==> src/rtl/beacon_pkg.sv <==
package beacon_pkg;
  typedef enum logic [1:0] {
    ST_IDLE      = 2'd0,
    ST_WAIT_LOCK = 2'd1,
    ST_LOCKED    = 2'd2
  } bcn_state_e;

  localparam int unsigned NUM_SWITCHES = 2;
endpackage

==> src/rtl/bcn_tick_gen.sv <==
module bcn_tick_gen #(
  parameter int unsigned DIV = 125000
) (
  input  logic clk,
  input  logic rst_n,
  input  logic clr,
  output logic tick_o
);
  localparam int unsigned CW = (DIV > 1) ? $clog2(DIV) : 1;
  localparam logic [CW-1:0] LAST = CW'(DIV - 1);

  logic [CW-1:0] cnt;

  assign tick_o = ~clr & (cnt == LAST);

  always_ff @(posedge clk or negedge rst_n) begin
    if (!rst_n)       cnt <= '0;
    else if (clr)     cnt <= '0;
    else if (tick_o)  cnt <= '0;
    else              cnt <= cnt + 1'b1;
  end
endmodule

==> src/rtl/bcn_gesture.sv <==
module bcn_gesture #(
  parameter int unsigned TICK_DIV     = 125000,
  parameter int unsigned WINDOW_TICKS = 2000
) (
  input  logic clk,
  input  logic rst_n,
  input  logic sw_i,
  output logic long_o,
  output logic short_o
);
  localparam int unsigned HW = $clog2(WINDOW_TICKS + 1);
  localparam logic [HW-1:0] HOLD_MAX  = HW'(WINDOW_TICKS);
  localparam logic [HW-1:0] HOLD_LAST = HW'(WINDOW_TICKS - 1);

  logic          tick;
  logic          sw_q;
  logic [HW-1:0] held;
  logic          sw_off;

  assign sw_off = ~sw_i;

  bcn_tick_gen #(.DIV(TICK_DIV)) u_tick (
    .clk    (clk),
    .rst_n  (rst_n),
    .clr    (sw_off),
    .tick_o (tick)
  );

  always_ff @(posedge clk or negedge rst_n) begin
    if (!rst_n) begin
      sw_q <= 1'b0;
      held <= '0;
    end else begin
      sw_q <= sw_i;
      if (!sw_i)                        held <= '0;
      else if (tick && held != HOLD_MAX) held <= held + 1'b1;
    end
  end

  assign long_o  = sw_i & tick & (held == HOLD_LAST);
  assign short_o = sw_q & ~sw_i & (held < HOLD_MAX);
endmodule

==> src/rtl/bcn_flasher.sv <==
module bcn_flasher #(
  parameter int unsigned HALF_TICKS = 500
) (
  input  logic clk,
  input  logic rst_n,
  input  logic run,
  input  logic tick,
  output logic lamp_o
);
  localparam int unsigned FW = (HALF_TICKS > 1) ? $clog2(HALF_TICKS) : 1;
  localparam logic [FW-1:0] F_LAST = FW'(HALF_TICKS - 1);

  logic [FW-1:0] fcnt;
  logic          phase;

  always_ff @(posedge clk or negedge rst_n) begin
    if (!rst_n) begin
      fcnt  <= '0;
      phase <= 1'b1;
    end else if (!run) begin
      fcnt  <= '0;
      phase <= 1'b1;
    end else if (tick) begin
      if (fcnt == F_LAST) begin
        fcnt  <= '0;
        phase <= ~phase;
      end else begin
        fcnt <= fcnt + 1'b1;
      end
    end
  end

  assign lamp_o = run & phase;
endmodule

==> src/rtl/beacon_activation_ctrl.sv <==
module beacon_activation_ctrl
  import beacon_pkg::*;
#(
  parameter int unsigned TICK_DIV      = 125000,
  parameter int unsigned FLASH_TICKS   = 500,
  parameter int unsigned GESTURE_TICKS = 2000,
  parameter int unsigned LOCK_TICKS    = 5000
) (
  input  logic clk,
  input  logic rst_n,
  input  logic impact_i,
  input  logic mounted_i,
  input  logic panel_on_i,
  input  logic unit_on_i,
  input  logic test_reset_i,
  input  logic pll_lock_i,
  output logic supply_en_o,
  output logic buzzer_o,
  output logic lamp_o,
  output logic pos_rd_o,
  output logic lock_err_o
);
  localparam int unsigned LW = $clog2(LOCK_TICKS + 1);
  localparam logic [LW-1:0] WAIT_LAST = LW'(LOCK_TICKS - 1);

  bcn_state_e              state_q, state_d;
  logic [NUM_SWITCHES-1:0] sw_vec, long_vec, short_vec;
  logic                    act_req, clr_req, clear_now;
  logic                    active, idle_tick_clr, tick;
  logic                    rd_d, rd_q;
  logic [LW-1:0]           wait_cnt;
  logic                    err_q;

  assign sw_vec = {unit_on_i, panel_on_i};

  for (genvar g = 0; g < NUM_SWITCHES; g++) begin : g_sw
    bcn_gesture #(
      .TICK_DIV     (TICK_DIV),
      .WINDOW_TICKS (GESTURE_TICKS)
    ) u_gesture (
      .clk     (clk),
      .rst_n   (rst_n),
      .sw_i    (sw_vec[g]),
      .long_o  (long_vec[g]),
      .short_o (short_vec[g])
    );
  end

  assign active        = (state_q != ST_IDLE);
  assign idle_tick_clr = ~active;

  bcn_tick_gen #(.DIV(TICK_DIV)) u_act_tick (
    .clk    (clk),
    .rst_n  (rst_n),
    .clr    (idle_tick_clr),
    .tick_o (tick)
  );

  bcn_flasher #(.HALF_TICKS(FLASH_TICKS)) u_flash (
    .clk    (clk),
    .rst_n  (rst_n),
    .run    (active),
    .tick   (tick),
    .lamp_o (lamp_o)
  );

  // Activation requests always dominate clears in the same cycle.
  assign act_req   = (impact_i & mounted_i) | (|long_vec);
  assign clr_req   = (|short_vec) | test_reset_i;
  assign clear_now = clr_req & ~act_req;

  always_comb begin
    state_d = state_q;
    rd_d    = 1'b0;
    unique case (state_q)
      ST_IDLE: begin
        if (act_req) state_d = ST_WAIT_LOCK;
      end
      ST_WAIT_LOCK: begin
        if (clear_now) begin
          state_d = ST_IDLE;
        end else if (pll_lock_i) begin
          state_d = ST_LOCKED;
          rd_d    = 1'b1;
        end
      end
      ST_LOCKED: begin
        if (clear_now) state_d = ST_IDLE;
      end
      default: state_d = ST_IDLE;
    endcase
  end

  always_ff @(posedge clk or negedge rst_n) begin
    if (!rst_n) begin
      state_q <= ST_IDLE;
      rd_q    <= 1'b0;
    end else begin
      state_q <= state_d;
      rd_q    <= rd_d;
    end
  end

  // Lock timeout: counts activation ticks while waiting; sticky until clear.
  always_ff @(posedge clk or negedge rst_n) begin
    if (!rst_n) begin
      wait_cnt <= '0;
      err_q    <= 1'b0;
    end else if (state_d == ST_IDLE) begin
      wait_cnt <= '0;
      err_q    <= 1'b0;
    end else if (state_q == ST_WAIT_LOCK && tick && !err_q) begin
      if (wait_cnt == WAIT_LAST) err_q    <= 1'b1;
      else                       wait_cnt <= wait_cnt + 1'b1;
    end
  end

  assign supply_en_o = active;
  assign buzzer_o    = active;
  assign pos_rd_o    = rd_q;
  assign lock_err_o  = err_q;
endmodule

==> config.mk <==
export PLATFORM = sky130hd
export DESIGN_NAME = beacon_activation_ctrl
export DESIGN_NICKNAME = d
export VERILOG_FILES = /design/src/rtl/beacon_pkg.sv /design/src/rtl/bcn_tick_gen.sv /design/src/rtl/bcn_gesture.sv /design/src/rtl/bcn_flasher.sv /design/src/rtl/beacon_activation_ctrl.sv
export SDC_FILE = /design/constraint.sdc
export NUM_CORES = 1
export LEC_CHECK = 0
export BUFFER_PORTS_ARGS = -buffer_cell sky130_fd_sc_hd__buf_2
export CAP_MARGIN = 20
export CORE_AREA = 8 8 143 112
export CTS_BUF_LIST = sky130_fd_sc_hd__clkbuf_4
export CTS_CLUSTER_DIAMETER = 100
export CTS_CLUSTER_SIZE = 12
export DETAILED_ROUTE_END_ITERATION = 10
export DIE_AREA = 0 0 151 120
export GPL_ROUTABILITY_DRIVEN = 0
export PLACE_DENSITY = 0.58
export SKIP_LAST_GASP = 1
export SLEW_MARGIN = 25
export SYNTH_ARGS = -nofsm -noshare
export SYNTH_HDL_FRONTEND = slang
export SYNTH_SLANG_ARGS = --single-unit
==> constraint.sdc <==
create_clock -name clk -period 4.05 [get_ports clk]
set_clock_uncertainty 0.15 [all_clocks]
set_input_delay 0.405 -clock clk [delete_from_list [all_inputs] [get_ports clk]]
set_output_delay 0.405 -clock clk [all_outputs]
set_load 0.05 [all_outputs]
## After elaboration in Yosys (flattened, before gate mapping)

Index checks and enable logic that the tools add are counted.

- Output and inout bits: 5
- Register bits: 102
- Input port bits: 8
- Word-level logic and storage cells: 103

- Bitwise logic cells: 20
- Mux-type cells: 30
- Reductions and logical operators: 15
- Equality and inequality tests: 16
- $lt $le $gt $ge: 2
- $add $sub $neg: 7

Operators with widths:

| operator | count |
|---|---|
| 17-bit two-way mux | 6 |
| 17-bit by 1-bit adder with 17-bit output (second input constant) | 3 |
| 17-bit == test (second input constant) | 3 |
| 11-bit two-way mux | 4 |
| 13-bit two-way mux | 3 |
| 9-bit two-way mux | 3 |
| 11-bit by 1-bit adder with 11-bit output (second input constant) | 2 |
| 11-bit == test (second input constant) | 2 |
| 11-bit less-than comparator (second input constant) | 2 |
| 11-bit != test (second input constant) | 2 |
| 1-bit AND | 14 |
| 13-bit by 1-bit adder with 13-bit output (second input constant) | 1 |
| 13-bit == test (second input constant) | 1 |
| 9-bit by 1-bit adder with 9-bit output (second input constant) | 1 |
| 9-bit == test (second input constant) | 1 |
| 1-bit two-way mux | 9 |
| 2-bit two-way mux | 4 |
| 2-bit != test (second input constant) | 3 |
| 2-bit case mux with 3 select lines | 1 |
| 2-bit AND reduction | 3 |
| 2-bit nonzero test | 3 |
| 1-bit logical AND | 4 |
| 2-bit logical NOT | 2 |
| 2-bit by 1-bit != test with 1-bit output (second input constant) | 2 |
| other kinds (6) | 11 |

## Depth between registers and ports, before layout

- Depth in word-level cells: 13
- Depth in mapped cells: 8
- Mapped depth without buffers: 7

## By module

Synthesis repeated with hierarchy kept, for this count alone.

- Cell total of the unflattened synthesis: 556
- Area total of the unflattened synthesis: 5499.0 um^2

By module, submodules not included:

| module | instances | cells each | area an instance (um^2) |
|---|---|---|---|
| bcn_tick_gen | 3 | 89 | 874.6 |
| bcn_gesture | 2 | 67 | 661.9 |
| beacon_activation_ctrl | 1 | 104 | 1016.0 |
| bcn_flasher | 1 | 51 | 535.5 |

## Worst setup path before layout

No wires, ideal clock.

- Path type: reg-to-reg
- Start: reg g_sw[0].u_gesture.u_tick.cnt[3]
- End: reg g_sw[0].u_gesture.held[7]
- Period minus slack after synthesis: 2906 ps
- Library setup time: 80 ps
- Buffers on the path: 2
- Cell stages (with the launch flop): 8
- Arrival: 2676 ps
- Slack: 1144 ps
- Cells stage by stage: dfrtp_1 > or4b_1 > or4_1 > buf_2 > or4_1 > buf_2 > or4_1 > a21oi_1

- Cells in the longest elaborated chain, start to end: 4

Ends and longest elaborated chain:

| what | line | text |
|---|---|---|
| start: declaration | bcn_tick_gen.sv:12 | `logic [CW-1:0] cnt;` |
| start signal: assignment | bcn_tick_gen.sv:20 | `else cnt <= cnt + 1'b1;` |
| 17-bit == test | bcn_tick_gen.sv:14 | `assign tick_o = ~clr & (cnt == LAST);` |
| 1-bit AND | bcn_tick_gen.sv:14 |  |
| 1-bit logical AND | bcn_gesture.sv:36 | `else if (tick && held != HOLD_MAX) held <= held + 1'b1;` |
| 2-bit by 1-bit != test with 1-bit output (no source line) | - |  |
| end signal: assignment | bcn_gesture.sv:36 |  |
| end: declaration | bcn_gesture.sv:17 | `logic [HW-1:0] held;` |

Every way passes these cells.
A chain may end at the register's enable or synchronous reset.

## Worst setup path after layout

Ends and elaborated chain as after synthesis.

==> run_results.csv <==
group,metric,value,unit
power_and_ir_drop,p_per_area,308,nW/um^2
timing,worst_pin_slew,0.886,ns
clock_network,cts_buffer_depth,2,
clock_network,cts_setup_buffers,0,
clock_network,clk_pin_slew,0.17,ns
cells_and_area,final_cell_mix,"101 x dfrtp_1, 68 x nor2_1, 58 x nand2_1",
placed_design,post-place-ws,0.988,ns
synthesis,yosys.area.top_type,"dfrtp_1",
timing,slew_violations,0,
run_status,status,"finished clean",
floorplanning,die_w,151,microns
route,vias_per_cell,5.33,
synthesis,synth_top_area_share,47.1,%
clock_network,insertion_delay,0.50,ns
clock_network,cts_tree,"built",
clock_network,ctsHoldBuffers,4,
synthesis,synth_cells,574,
worst_setup_path,crit_type,"reg2reg",
placed_design,place_hpwl,7710,microns
power_and_ir_drop,leakage,2.32,nW
route,firstDrtPassIters,4,
route,totalWireLength,10800,microns
synthesis,synth-seq-cells,102,
worst_setup_path,arrival,3.38,ns
timing,rsz0062_at_grt,"no",
min_path,hold_path_class,"in2reg",
global_route,grt_antenna_before_repair,0,
synthesis,syn_area,5360,sq um
synthesis,avgSynthCellArea,9.34,sq um
cells_and_area,num_antenna_cells,0,
synthesis,synthArstFlopShare,100,%
cells_and_area,final_common_cell,"dfrtp_1",
power_and_ir_drop,finalPower,1.80,mW
cells_and_area,layout.nets,608,
floorplanning,rows,38,
synthesis,synth-main-ff-cell,"dfrtp_1",
clock_network,numCtsBuffers,9,
cells_and_area,post-route-util,42.1,%
worst_setup_path,path_cells,"or4b_1 > or4_1 > or4_1 > or4_1 > a21oi_1",
clock_network,cts_resized,0,
floorplanning,die_h,120,microns
route,drc_errors,0,
worst_setup_path,slowest_delay,0.68,ns
synthesis,synth_seq_area_share,47.6,%
clock_network,clock_sinks,102,
timing,relSlewSlack,40.2,%
synthesis,ys_top_cells_by_area,"dfrtp_1 47%, xnor2_1 4.9%, nor2_1 4.8%",
timing,whs,0.0699,ns
synthesis,synth_edf_count,0,
clock_network,h-tree-depth,3,
global_route,overflow,0,
synthesis,ys_warn_count,0,
global_route,grt_pass1_vias,3856,
power_and_ir_drop,combPwrFrac,6.5,%
power_and_ir_drop,p_int,1.32,mW
power_and_ir_drop,switching_share,26.6,%
cells_and_area,drive_gt1_share,6.21,%
worst_setup_path,crit_path_top_delay_cell,"or4_1",
timing,timing.final.hold_violations,0,
timing,finalSetupTns,0,ns
floorplanning,start_util,38.6,%
floorplanning,ioPinCount,13,
route,ant_nets,0,
worst_setup_path,worstSetupEndpointType,"flip-flop",
synthesis,synth_nets,591,
global_route,grt_first_pass_wirelength,18900,microns
route,wire_per_inst,13.9,microns
route,drt-initial-drc-count,220,
worst_setup_path,critPathMaxFanout,8,
cells_and_area,area_growth,8.96,%
clock_network,root_buffer,"clkbuf_4",
power_and_ir_drop,switching_power,479,uW
power_and_ir_drop,pwr-share-clk,35.8,%
worst_setup_path,cpMostUsedCell,"or4_1",
worst_setup_path,required,4.34,ns
floorplanning,core,13900,sq um
route,dr_total_vias,4133,
run,cap_violations,0,
power_and_ir_drop,peakVddDrop,0.000193,V
placed_design,portBuffers,12,
synthesis,synth_cell_type_count,53,
floorplanning,dieArea,18100,sq um
timing,fmax,0.324,GHz
timing,min_period_over_period,76.2,%
worst_setup_path,cp-start-kind,"flip-flop",
timing,min_period,3.09,ns
timing,setup_ws,0.963,ns
global_route,grt_max_degree,51,
global_route,grt_usage,12.8,%
timing,finalSetupViolCount,0,
power_and_ir_drop,seqPwrFrac,57.8,%
final timing paths:
kind	to	startpoint	cells after the start	slack, ns
setup / recovery	g_sw[0].u_gesture.held[7]	g_sw[0].u_gesture.u_tick.cnt[3]	5	0.96
hold / removal	state_q[0]	test_reset_i	3	0.07
setup reg to reg	g_sw[0].u_gesture.held[7]	g_sw[0].u_gesture.u_tick.cnt[3]	5	0.96
hold reg to reg	g_sw[1].u_gesture.u_tick.cnt[0]	g_sw[1].u_gesture.u_tick.cnt[0]	1	0.33
max in group asynchronous	g_sw[1].u_gesture.u_tick.cnt[13]	rst_n	3	2.70
min in group asynchronous	u_act_tick.cnt[2]	rst_n	2	0.14
cells in the mapped netlist, drive strengths merged, types with 2 or more instances:
cell and count:
nor4 13, o31ai 9, or3 12, and4 6, and3 15, nor4b 4
xor2 24, nor2b 5, dfrtp 101, nand4b 5, o21a 3, ha 9
nand3 35, and2 5, o311ai 2, nand4 19, nor4bb 2, or4 12
o21ai 24, nor2 68, buf 3, or4b 3, nor3 17, clkinv 2
nand2 58, clkbuf 10, a21oi 19, mux2i 9, inv 21, or4bb 3
nand3b 2, nand2b 8, and4b 2, xnor2 30
registers in the layout, indices dropped and copies added, names as in the netlist:
name                       cells
g_sw.u_gesture.held           22
u_flash.fcnt                   9
lock_err_o                     1
u_flash.phase                  1
state_q                        2
pos_rd_o                       1
g_sw.u_gesture.u_tick.cnt     34
u_act_tick.cnt                17
g_sw.u_gesture.sw_q            2
wait_cnt                      13
worst max-delay path, delay by kind of cell (launching register included):
kind | cells | cell delay, ns
flip-flops | 1 | 0.49
AND/OR/NAND/NOR | 4 | 2.23
AO/OA/AOI/OAI | 1 | 0.15
per-stage QoR:
step,std cells,area [sq um]
after global placement,756,5620
after CTS,776,5840
after detailed placement,756,5620
after global routing,776,5840
final,776,5840
after floorplan,574,5360
kinds of logic (layout without fill, tap and decap cells):
| family | count (synthesis) | after routing | share of synthesized area (%) |
|---|---|---|---|
| buffers and inverters | 36 | 58 | 2.64 |
| muxes | 10 | 10 | 1.89 |
| AOI/OAI and AO/OA | 66 | 66 | 7.40 |
| and+or+nand+nor | 297 | 297 | 29.5 |
| adders and majority gates | 9 | 9 | 2.10 |
| xor gates and xnor gates | 54 | 54 | 8.82 |
| DFF | 102 | 102 | 47.6 |
layer usage:
layer	wire length, microns	part of all wire (%)	GRT usage (%)
met5	0	0	0
met4	116	1.1	3.39
met3	424	3.9	4.29
met2	4600	43	17.9
met1	5630	52	18.3
cell type report:
| cell class | instances | area [sq um] |
|---|---|---|
| timing repair buffer | 19 | 125 |
| clock buffer | 9 | 67.6 |
| multi-input combinational | 436 | 2670 |
| inverter | 23 | 86.3 |
| fill | 1379 | 8040 |
| sequential | 102 | 2550 |
| clock inverter | 7 | 118 |
| tap | 180 | 225 |
power groups by stage:
stage / registers [mW] / clock network (mW) / logic, mW
detailed placement: 1.06 / 0 / 0.117
CTS: 1.04 / 0.672 / 0.120
global placement: 1.06 / 0 / 0.115
finish: 1.04 / 0.645 / 0.116
floorplan: 1.06 / 0 / 0.0694
global route: 1.04 / 0.713 / 0.133
Note: power is estimated with default switching activity, not from simulation.
